[config.mk]
export PLATFORM = sky130hd
export DESIGN_NAME = pnp_ldev_cfg
export DESIGN_NICKNAME = d
export VERILOG_FILES = /design/src/rtl/pnp_cfg_pkg.sv /design/src/rtl/pnp_reg_file.sv /design/src/rtl/pnp_mem_decode.sv /design/src/rtl/pnp_io_decode.sv /design/src/rtl/pnp_ldev_cfg.sv
export SDC_FILE = /design/constraint.sdc
export NUM_CORES = 1
export LEC_CHECK = 0
export ABC_AREA = 1
export BUFFER_PORTS_ARGS = -buffer_cell sky130_fd_sc_hd__buf_2
export CORE_MARGIN = 3
export CORE_UTILIZATION = 40
export CTS_BUF_LIST = sky130_fd_sc_hd__clkbuf_2 sky130_fd_sc_hd__clkbuf_4 sky130_fd_sc_hd__clkbuf_8
export DETAILED_ROUTE_END_ITERATION = 8
export HOLD_SLACK_MARGIN = 0.03
export PLACE_DENSITY_LB_ADDON = 0.12
export SLEW_MARGIN = 5
export SYNTH_ARGS = -nofsm -noshare
export SYNTH_HDL_FRONTEND = slang
export SYNTH_SLANG_ARGS = --single-unit
export TNS_END_PERCENT = 5
[constraint.sdc]
create_clock -name clk -period 4.44 [get_ports clk]
set_input_delay 0.888 -clock clk [delete_from_list [all_inputs] [get_ports clk]]
set_output_delay 0.888 -clock clk [all_outputs]
set_load 0.02 [all_outputs]
[src/rtl/pnp_cfg_pkg.sv]
package pnp_cfg_pkg;

    localparam logic [7:0] IDX_ACTIVATE  = 8'h30;
    localparam logic [7:0] IDX_RANGECHK  = 8'h31;
    localparam logic [7:0] IDX_MEM_FIRST = 8'h40;
    localparam logic [7:0] IDX_IO_HI     = 8'h60;
    localparam logic [7:0] IDX_IO_LO     = 8'h61;
    localparam int         DESC_STRIDE   = 8;
    localparam int         DESC_FIELDS   = 5;
    localparam int         PAGE_W        = 16;

    typedef enum logic [2:0] {
        MF_BASE_HI = 3'd0,
        MF_BASE_LO = 3'd1,
        MF_CTRL    = 3'd2,
        MF_MASK_HI = 3'd3,
        MF_MASK_LO = 3'd4
    } mem_field_e;

    typedef struct packed {
        logic [PAGE_W-1:0] base;
        logic              wide;
        logic [PAGE_W-1:0] mask;
    } mem_desc_t;

    typedef struct packed {
        logic        active;
        logic        chk_en;
        logic        chk_pat;
        logic [15:0] io_base;
    } dev_ctl_t;

    function automatic logic [7:0] chk_pattern(input logic pat);
        return pat ? 8'h55 : 8'hAA;
    endfunction

    function automatic logic [7:0] desc_first(input int d);
        return 8'(int'(IDX_MEM_FIRST) + DESC_STRIDE * d);
    endfunction

endpackage

[src/rtl/pnp_reg_file.sv]
module pnp_reg_file
    import pnp_cfg_pkg::*;
#(
    parameter int MEM_DESCS = 2,
    parameter int WIN_BITS  = 4
) (
    input  logic                 clk,
    input  logic                 rst,
    input  logic [7:0]           reg_idx,
    input  logic [7:0]           reg_wdata,
    input  logic                 reg_wr,
    input  logic                 reg_rd,
    output logic [7:0]           reg_rdata,
    output mem_desc_t            desc_o [MEM_DESCS],
    output logic                 active_o,
    output logic                 chk_en_o,
    output logic                 chk_pat_o,
    output logic [15-WIN_BITS:0] io_page_o
);

    dev_ctl_t  ctl_q;
    mem_desc_t desc_q [MEM_DESCS];

    always_ff @(posedge clk) begin
        if (rst) begin
            ctl_q <= '0;
            for (int d = 0; d < MEM_DESCS; d++) desc_q[d] <= '0;
        end else if (reg_wr) begin
            case (reg_idx)
                IDX_ACTIVATE: ctl_q.active <= reg_wdata[0];
                IDX_RANGECHK: begin
                    ctl_q.chk_en  <= reg_wdata[1];
                    ctl_q.chk_pat <= reg_wdata[0];
                end
                IDX_IO_HI: ctl_q.io_base[15:8] <= reg_wdata;
                IDX_IO_LO: ctl_q.io_base[7:0]  <= reg_wdata;
                default: ;
            endcase
            for (int d = 0; d < MEM_DESCS; d++) begin
                if (reg_idx - desc_first(d) < 8'(DESC_FIELDS)) begin
                    case (mem_field_e'(3'(reg_idx - desc_first(d))))
                        MF_BASE_HI: desc_q[d].base[15:8] <= reg_wdata;
                        MF_BASE_LO: desc_q[d].base[7:0]  <= reg_wdata;
                        MF_CTRL:    desc_q[d].wide       <= reg_wdata[1];
                        MF_MASK_HI: desc_q[d].mask[15:8] <= reg_wdata;
                        MF_MASK_LO: desc_q[d].mask[7:0]  <= reg_wdata;
                        default: ;
                    endcase
                end
            end
        end
    end

    always_comb begin
        reg_rdata = 8'h00;
        if (reg_rd) begin
            case (reg_idx)
                IDX_ACTIVATE: reg_rdata = {7'b0, ctl_q.active};
                IDX_RANGECHK: reg_rdata = {6'b0, ctl_q.chk_en, ctl_q.chk_pat};
                IDX_IO_HI:    reg_rdata = ctl_q.io_base[15:8];
                IDX_IO_LO:    reg_rdata = ctl_q.io_base[7:0];
                default: ;
            endcase
            for (int d = 0; d < MEM_DESCS; d++) begin
                if (reg_idx - desc_first(d) < 8'(DESC_FIELDS)) begin
                    case (mem_field_e'(3'(reg_idx - desc_first(d))))
                        MF_BASE_HI: reg_rdata = desc_q[d].base[15:8];
                        MF_BASE_LO: reg_rdata = desc_q[d].base[7:0];
                        MF_CTRL:    reg_rdata = {6'b0, desc_q[d].wide, 1'b0};
                        MF_MASK_HI: reg_rdata = desc_q[d].mask[15:8];
                        MF_MASK_LO: reg_rdata = desc_q[d].mask[7:0];
                        default: ;
                    endcase
                end
            end
        end
    end

    assign desc_o    = desc_q;
    assign active_o  = ctl_q.active;
    assign chk_en_o  = ctl_q.chk_en;
    assign chk_pat_o = ctl_q.chk_pat;
    assign io_page_o = ctl_q.io_base[15:WIN_BITS];

endmodule

[src/rtl/pnp_mem_decode.sv]
module pnp_mem_decode
    import pnp_cfg_pkg::*;
(
    input  logic              active,
    input  logic [PAGE_W-1:0] page,
    input  mem_desc_t         desc,
    output logic              hit,
    output logic              wide
);

    logic [PAGE_W-1:0] masked;

    assign masked = page & desc.mask;
    assign hit    = active && (masked == desc.base);
    assign wide   = desc.wide;

endmodule

[src/rtl/pnp_io_decode.sv]
module pnp_io_decode
    import pnp_cfg_pkg::*;
#(
    parameter int WIN_BITS = 4
) (
    input  logic                 active,
    input  logic                 chk_en,
    input  logic                 chk_pat,
    input  logic [15-WIN_BITS:0] io_page,
    input  logic [15:0]          io_addr,
    input  logic                 io_rd,
    output logic                 io_hit,
    output logic                 chk_drive,
    output logic [7:0]           chk_data
);

    logic in_window;

    assign in_window = (io_addr[15:WIN_BITS] == io_page);
    assign io_hit    = active && in_window;
    assign chk_drive = !active && chk_en && io_rd && in_window;
    assign chk_data  = chk_drive ? chk_pattern(chk_pat) : 8'h00;

endmodule

[src/rtl/pnp_ldev_cfg.sv]
module pnp_ldev_cfg
    import pnp_cfg_pkg::*;
#(
    parameter int MEM_DESCS = 2,
    parameter int WIN_BITS  = 4
) (
    input  logic                 clk,
    input  logic                 rst,
    input  logic [7:0]           reg_idx,
    input  logic [7:0]           reg_wdata,
    input  logic                 reg_wr,
    input  logic                 reg_rd,
    output logic [7:0]           reg_rdata,
    input  logic [PAGE_W-1:0]    mem_page,
    input  logic [15:0]          io_addr,
    input  logic                 io_rd,
    output logic                 dev_active,
    output logic [MEM_DESCS-1:0] mem_hit,
    output logic [MEM_DESCS-1:0] mem_wide,
    output logic                 io_hit,
    output logic                 chk_drive,
    output logic [7:0]           chk_data
);

    mem_desc_t            desc [MEM_DESCS];
    logic                 chk_en;
    logic                 chk_pat;
    logic [15-WIN_BITS:0] io_page;

    pnp_reg_file #(.MEM_DESCS(MEM_DESCS), .WIN_BITS(WIN_BITS)) u_regs (
        .clk       (clk),
        .rst       (rst),
        .reg_idx   (reg_idx),
        .reg_wdata (reg_wdata),
        .reg_wr    (reg_wr),
        .reg_rd    (reg_rd),
        .reg_rdata (reg_rdata),
        .desc_o    (desc),
        .active_o  (dev_active),
        .chk_en_o  (chk_en),
        .chk_pat_o (chk_pat),
        .io_page_o (io_page)
    );

    for (genvar d = 0; d < MEM_DESCS; d++) begin : g_mem
        pnp_mem_decode u_dec (
            .active (dev_active),
            .page   (mem_page),
            .desc   (desc[d]),
            .hit    (mem_hit[d]),
            .wide   (mem_wide[d])
        );
    end

    pnp_io_decode #(.WIN_BITS(WIN_BITS)) u_io (
        .active    (dev_active),
        .chk_en    (chk_en),
        .chk_pat   (chk_pat),
        .io_page   (io_page),
        .io_addr   (io_addr),
        .io_rd     (io_rd),
        .io_hit    (io_hit),
        .chk_drive (chk_drive),
        .chk_data  (chk_data)
    );

endmodule

==> reports/summary.log <==
qor: run_status.status completed
qor: power_and_ir_drop.irDropWorstVdd 174 uV
qor: clock_tree.cts.path.max_buffers 2
qor: die.chipWidth 117 microns
qor: worst_setup_path.worst_path_dominant_cell_family buffers and inverters
qor: sta.layout_setup_ws 0.619 ns
qor: die.num_rows 40
qor: clock_tree.tritoncts.num_buffers 9
qor: layout.antenna-diode-count 0
qor: power_and_ir_drop.internal_pwr_total 1.11 mW
qor: worst_setup_path.startpoint_type primary input
qor: run.drv.max_cap_violation_count 0
qor: drt.via_count 5,270
qor: power_and_ir_drop.switching_share 25.8%
qor: power_and_ir_drop.report.power.total 1.49 mW
qor: worst_setup_path.crit_path_cell_trace buf_2 > inv_2 > nand2_1 > inv_1 > buf_4 > nand2_1 > nand2_1 > nor2_1 > a21oi_1 > nand2_1 > inv_1 > buf_2
qor: placed_design.detailedPlace.worstSlack 0.748 ns
qor: placed_design.finalWeightedCongestion 0.891
qor: hold_path.whs_path_depth 2
qor: sta.fin_worst_skew 0 ns
qor: yosys.async_flop_share 0%
qor: clock_tree.clk-insertion-delay-late 0.38 ns
qor: sta.setup-tns-final 0 ns
qor: sta.final-hold-violation-count 0
qor: die.io_pins 76
qor: sta.setup_viol 0
qor: layout.synthToLayoutAreaGrowth 10.7%
qor: sta.slew-limit-headroom 49.8%
qor: drt.wirelength 16.6 mm
qor: worst_setup_path.crit_path_end_kind output pin
qor: worst_setup_path.max_stage_delay 0.42 ns
qor: power_and_ir_drop.leakage 2.17 nW
qor: yosys.synth_area 0.00497 sq mm
qor: sta.rsz_0062_raised_after_global_routing no
qor: layout.n_fill_cell 1,290
qor: power_and_ir_drop.power.share.clock 39.9%
qor: yosys.synth-seq-area-share 34.3%
qor: sta.max_clock_freq 262 MHz
qor: layout.proportion_of_layout_cells_with_a_drive_suffix_above_1 14.0%
qor: grt.grt_start_max_net_pins 68
qor: yosys.synthCells 768
qor: power_and_ir_drop.sw_pwr 384 uW
qor: worst_setup_path.path_buf_inv 6
qor: yosys.post_synth_main_area_contributors dfxtp_1 34%, nand2_1 16%, nand3_1 11%
qor: drt.dr.pass1.iters 5
qor: drt.drt.antenna.violating_nets 0
qor: die.die_y 117 microns
qor: worst_setup_path.timing.critical_path.required 3.55 ns
qor: yosys.synth-edff-count 0
qor: worst_setup_path.worstPathArrival 2.93 ns
qor: yosys.synth.distinct_cells 34
qor: drt.drt_iter0_drc 531
qor: power_and_ir_drop.relative_contribution_of_sequential_cells_to_total_power 51.2%
qor: hold_path.worstHoldPathType reg -> reg
qor: clock_tree.postCtsSetupRepairBufs 0
qor: sta.timing_worst_slew_pin_value 0.754 ns
qor: layout.layout.area.seq 0.00170 sq mm
qor: yosys.yosysWarnings 0
qor: yosys.synth_top_area_share 34.3%
qor: placed_design.place_hpwl 12.1 mm
qor: worst_setup_path.critical_path_class in -> out
qor: sta.fin_crit 3.82 ns
qor: worst_setup_path.worst-r2r-setup-slack 3.61 ns
qor: clock_tree.numClockSinks 85
qor: yosys.synth_seq_cells 85
qor: worst_setup_path.critPathMostFrequentCell nand2_1
qor: clock_tree.tritoncts_clock_tree built
qor: layout.multiInputGateArea 0.00268 sq mm
qor: clock_tree.post_cts_resize_count 0
qor: worst_setup_path.crit_path_max_fanout 15
qor: sta.final.period_utilization 86.1%
qor: die.die_area 0.0138 sq mm
qor: placed_design.port_buffers 71
qor: worst_setup_path.crit-reg2reg-capture u_regs.active_o$_SDFFE_PP0P_
qor: hold_path.worstHoldEndpoint u_regs.ctl_q[3]$_SDFFE_PP0P_
qor: grt.antenna_found_initial 0
qor: yosys.synth-main-ff-cell dfxtp_1
qor: power_and_ir_drop.pwr-share-comb 8.9%
qor: clock_tree.cts_hold_bufs 0
qor: worst_setup_path.worstReg2RegStart u_regs.active_o$_SDFFE_PP0P_
qor: layout.design.final.nets 864
qor: grt.wire_length_of_the_first_global_routing_pass 26.7 mm
qor: grt.grtUsageTotal 24.2%
qor: power_and_ir_drop.powerDensity 271 mW/mm^2
qor: sta.report.final.slew_viol_count 0
qor: hold_path.hp-start u_regs.ctl_q[3]$_SDFFE_PP0P_
qor: yosys.synth_area_leader_cell dfxtp_1
qor: grt.grt_pass1_vias 4,914
qor: drt.route.detailed.wl_per_inst 16.9 microns
qor: yosys.postSynthAreaPerCell 6.47 sq um
qor: die.fp.coreArea 0.0121 sq mm
qor: clock_tree.clock_tree.htree_level_count 3
qor: worst_setup_path.ff2ff_path_depth 2
qor: worst_setup_path.timing.critical_path.slowest_stage_cell inv_1
qor: yosys.synth_fp_nets 822
qor: drt.remaining_drc_errors 0
qor: die.floorplan.initialDensity 41.2%
qor: clock_tree.clkSlewWorstSetupHoldPaths 0.08 ns
qor: sta.final.hold.worst_slack 0.449 ns
qor: grt.grt.overflow.total 0
qor: drt.via_per_inst 5.37
qor: clock_tree.cts_root_buffer clkbuf_8
-- worst reg2reg max path, delay by kind of cell, from the launching register on --
family	cells	cell delay [ns]
flip-flops	1	0.33
AO/OA/AOI/OAI	1	0.11
buffers and inverters	1	0.27
-- synthesized netlist by cell type (all sizes together), types with 2 or more instances --
cell type    n
a21oi       98
buf         45
clkbuf       9
dfxtp       85
inv         63
nand2      215
nand3      111
nand4       13
nor2        46
nor3         5
o21ai       44
o22ai        3
or2          2
xnor2       16
xor2         6
-- stage by stage --
stage | util [%] | std cells | cell area [sq um]
after global routing | 45.6 | 982 | 5500
final | 45.6 | 982 | 5500
after CTS | 45.6 | 982 | 5500
after global placement | 43.9 | 967 | 5290
after detailed placement | 43.9 | 967 | 5290
after floorplan | - | 768 | 4970
-- worst max path at each step --
stage,endpoint,startpoint,cells past startpoint,slack [ns]
2_1_floorplan,reg_rdata[0],reg_idx[3],9,1.52
4_1_cts,reg_rdata[6],reg_idx[2],12,0.75
3_3_place_gp,reg_rdata[6],reg_idx[1],13,0.75
6_report,reg_rdata[6],reg_idx[2],12,0.62
3_5_place_dp,reg_rdata[6],reg_idx[2],12,0.75
5_1_grt,reg_rdata[6],reg_idx[2],12,0.52
-- layout by cell type (no fill, tap or decap), types with 5 or more instances in the layout --
| master | netlist | layout |
|---|---|---|
| nor3_1 | 5 | 5 |
| o21ai_0 | 36 | 36 |
| buf_2 | 18 | 71 |
| clkbuf_8 | 0 | 11 |
| nand2_1 | 213 | 213 |
| buf_4 | 20 | 14 |
| xnor2_1 | 16 | 16 |
| nand3_1 | 109 | 109 |
| nand4_1 | 13 | 13 |
| xor2_1 | 6 | 6 |
| dfxtp_1 | 85 | 85 |
| nor2_1 | 41 | 41 |
| a21oi_1 | 98 | 98 |
| o21ai_1 | 8 | 8 |
| inv_1 | 60 | 60 |
-- flip-flops by register name, indices dropped and copies added, names as in the netlist --
signal / cells
u_regs.ctl_q: 4
u_regs.io_page_o: 12
u_regs.chk_en_o: 1
u_regs.desc_o: 66
u_regs.active_o: 1
u_regs.chk_pat_o: 1
-- area by class of cell --
type                       count  share of cell area (%)
clock buffer                  14                    3.16
clock inverter                 1                   0.546
inverter                      63                    4.35
multi-input combinational    566                    48.8
sequential                    85                    31.0
tap                          168                    3.82
timing repair buffer          85                    8.38
-- cells by family (layout without fill, tap and decap cells) --
logic type | Yosys count | in the layout | share of synthesized area [%]
compound gates | 150 | 150 | 15.5
buf+inv | 117 | 163 | 11.8
fa+ha+maj | 1 | 1 | 0.252
xor+xnor | 22 | 22 | 3.88
simple gates | 393 | 393 | 34.4
flops | 85 | 85 | 34.3
-- power groups by stage --
stage	clock network (mW)	registers, mW	logic, mW
after global placement	0	0.781	0.128
after global routing	0.639	0.764	0.143
final	0.594	0.763	0.132
after detailed placement	0	0.781	0.130
after floorplan	0	0.781	0.0734
after CTS	0.604	0.763	0.130
-- metal layers --
| layer | vias to the layer above | wire, microns | share of wire [%] | track usage, % |
|---|---|---|---|---|
| met1 | 2440 | 7400 | 45 | 33.0 |
| met4 | 0 | 233 | 1.4 | 6.16 |
| met2 | 222 | 7590 | 46 | 38.7 |
| met5 | - | 0 | 0 | 0 |
| met3 | 18 | 1370 | 8.2 | 5.69 |
| li1 | 2590 | - | - | - |
(Power assumes the default switching activity.)
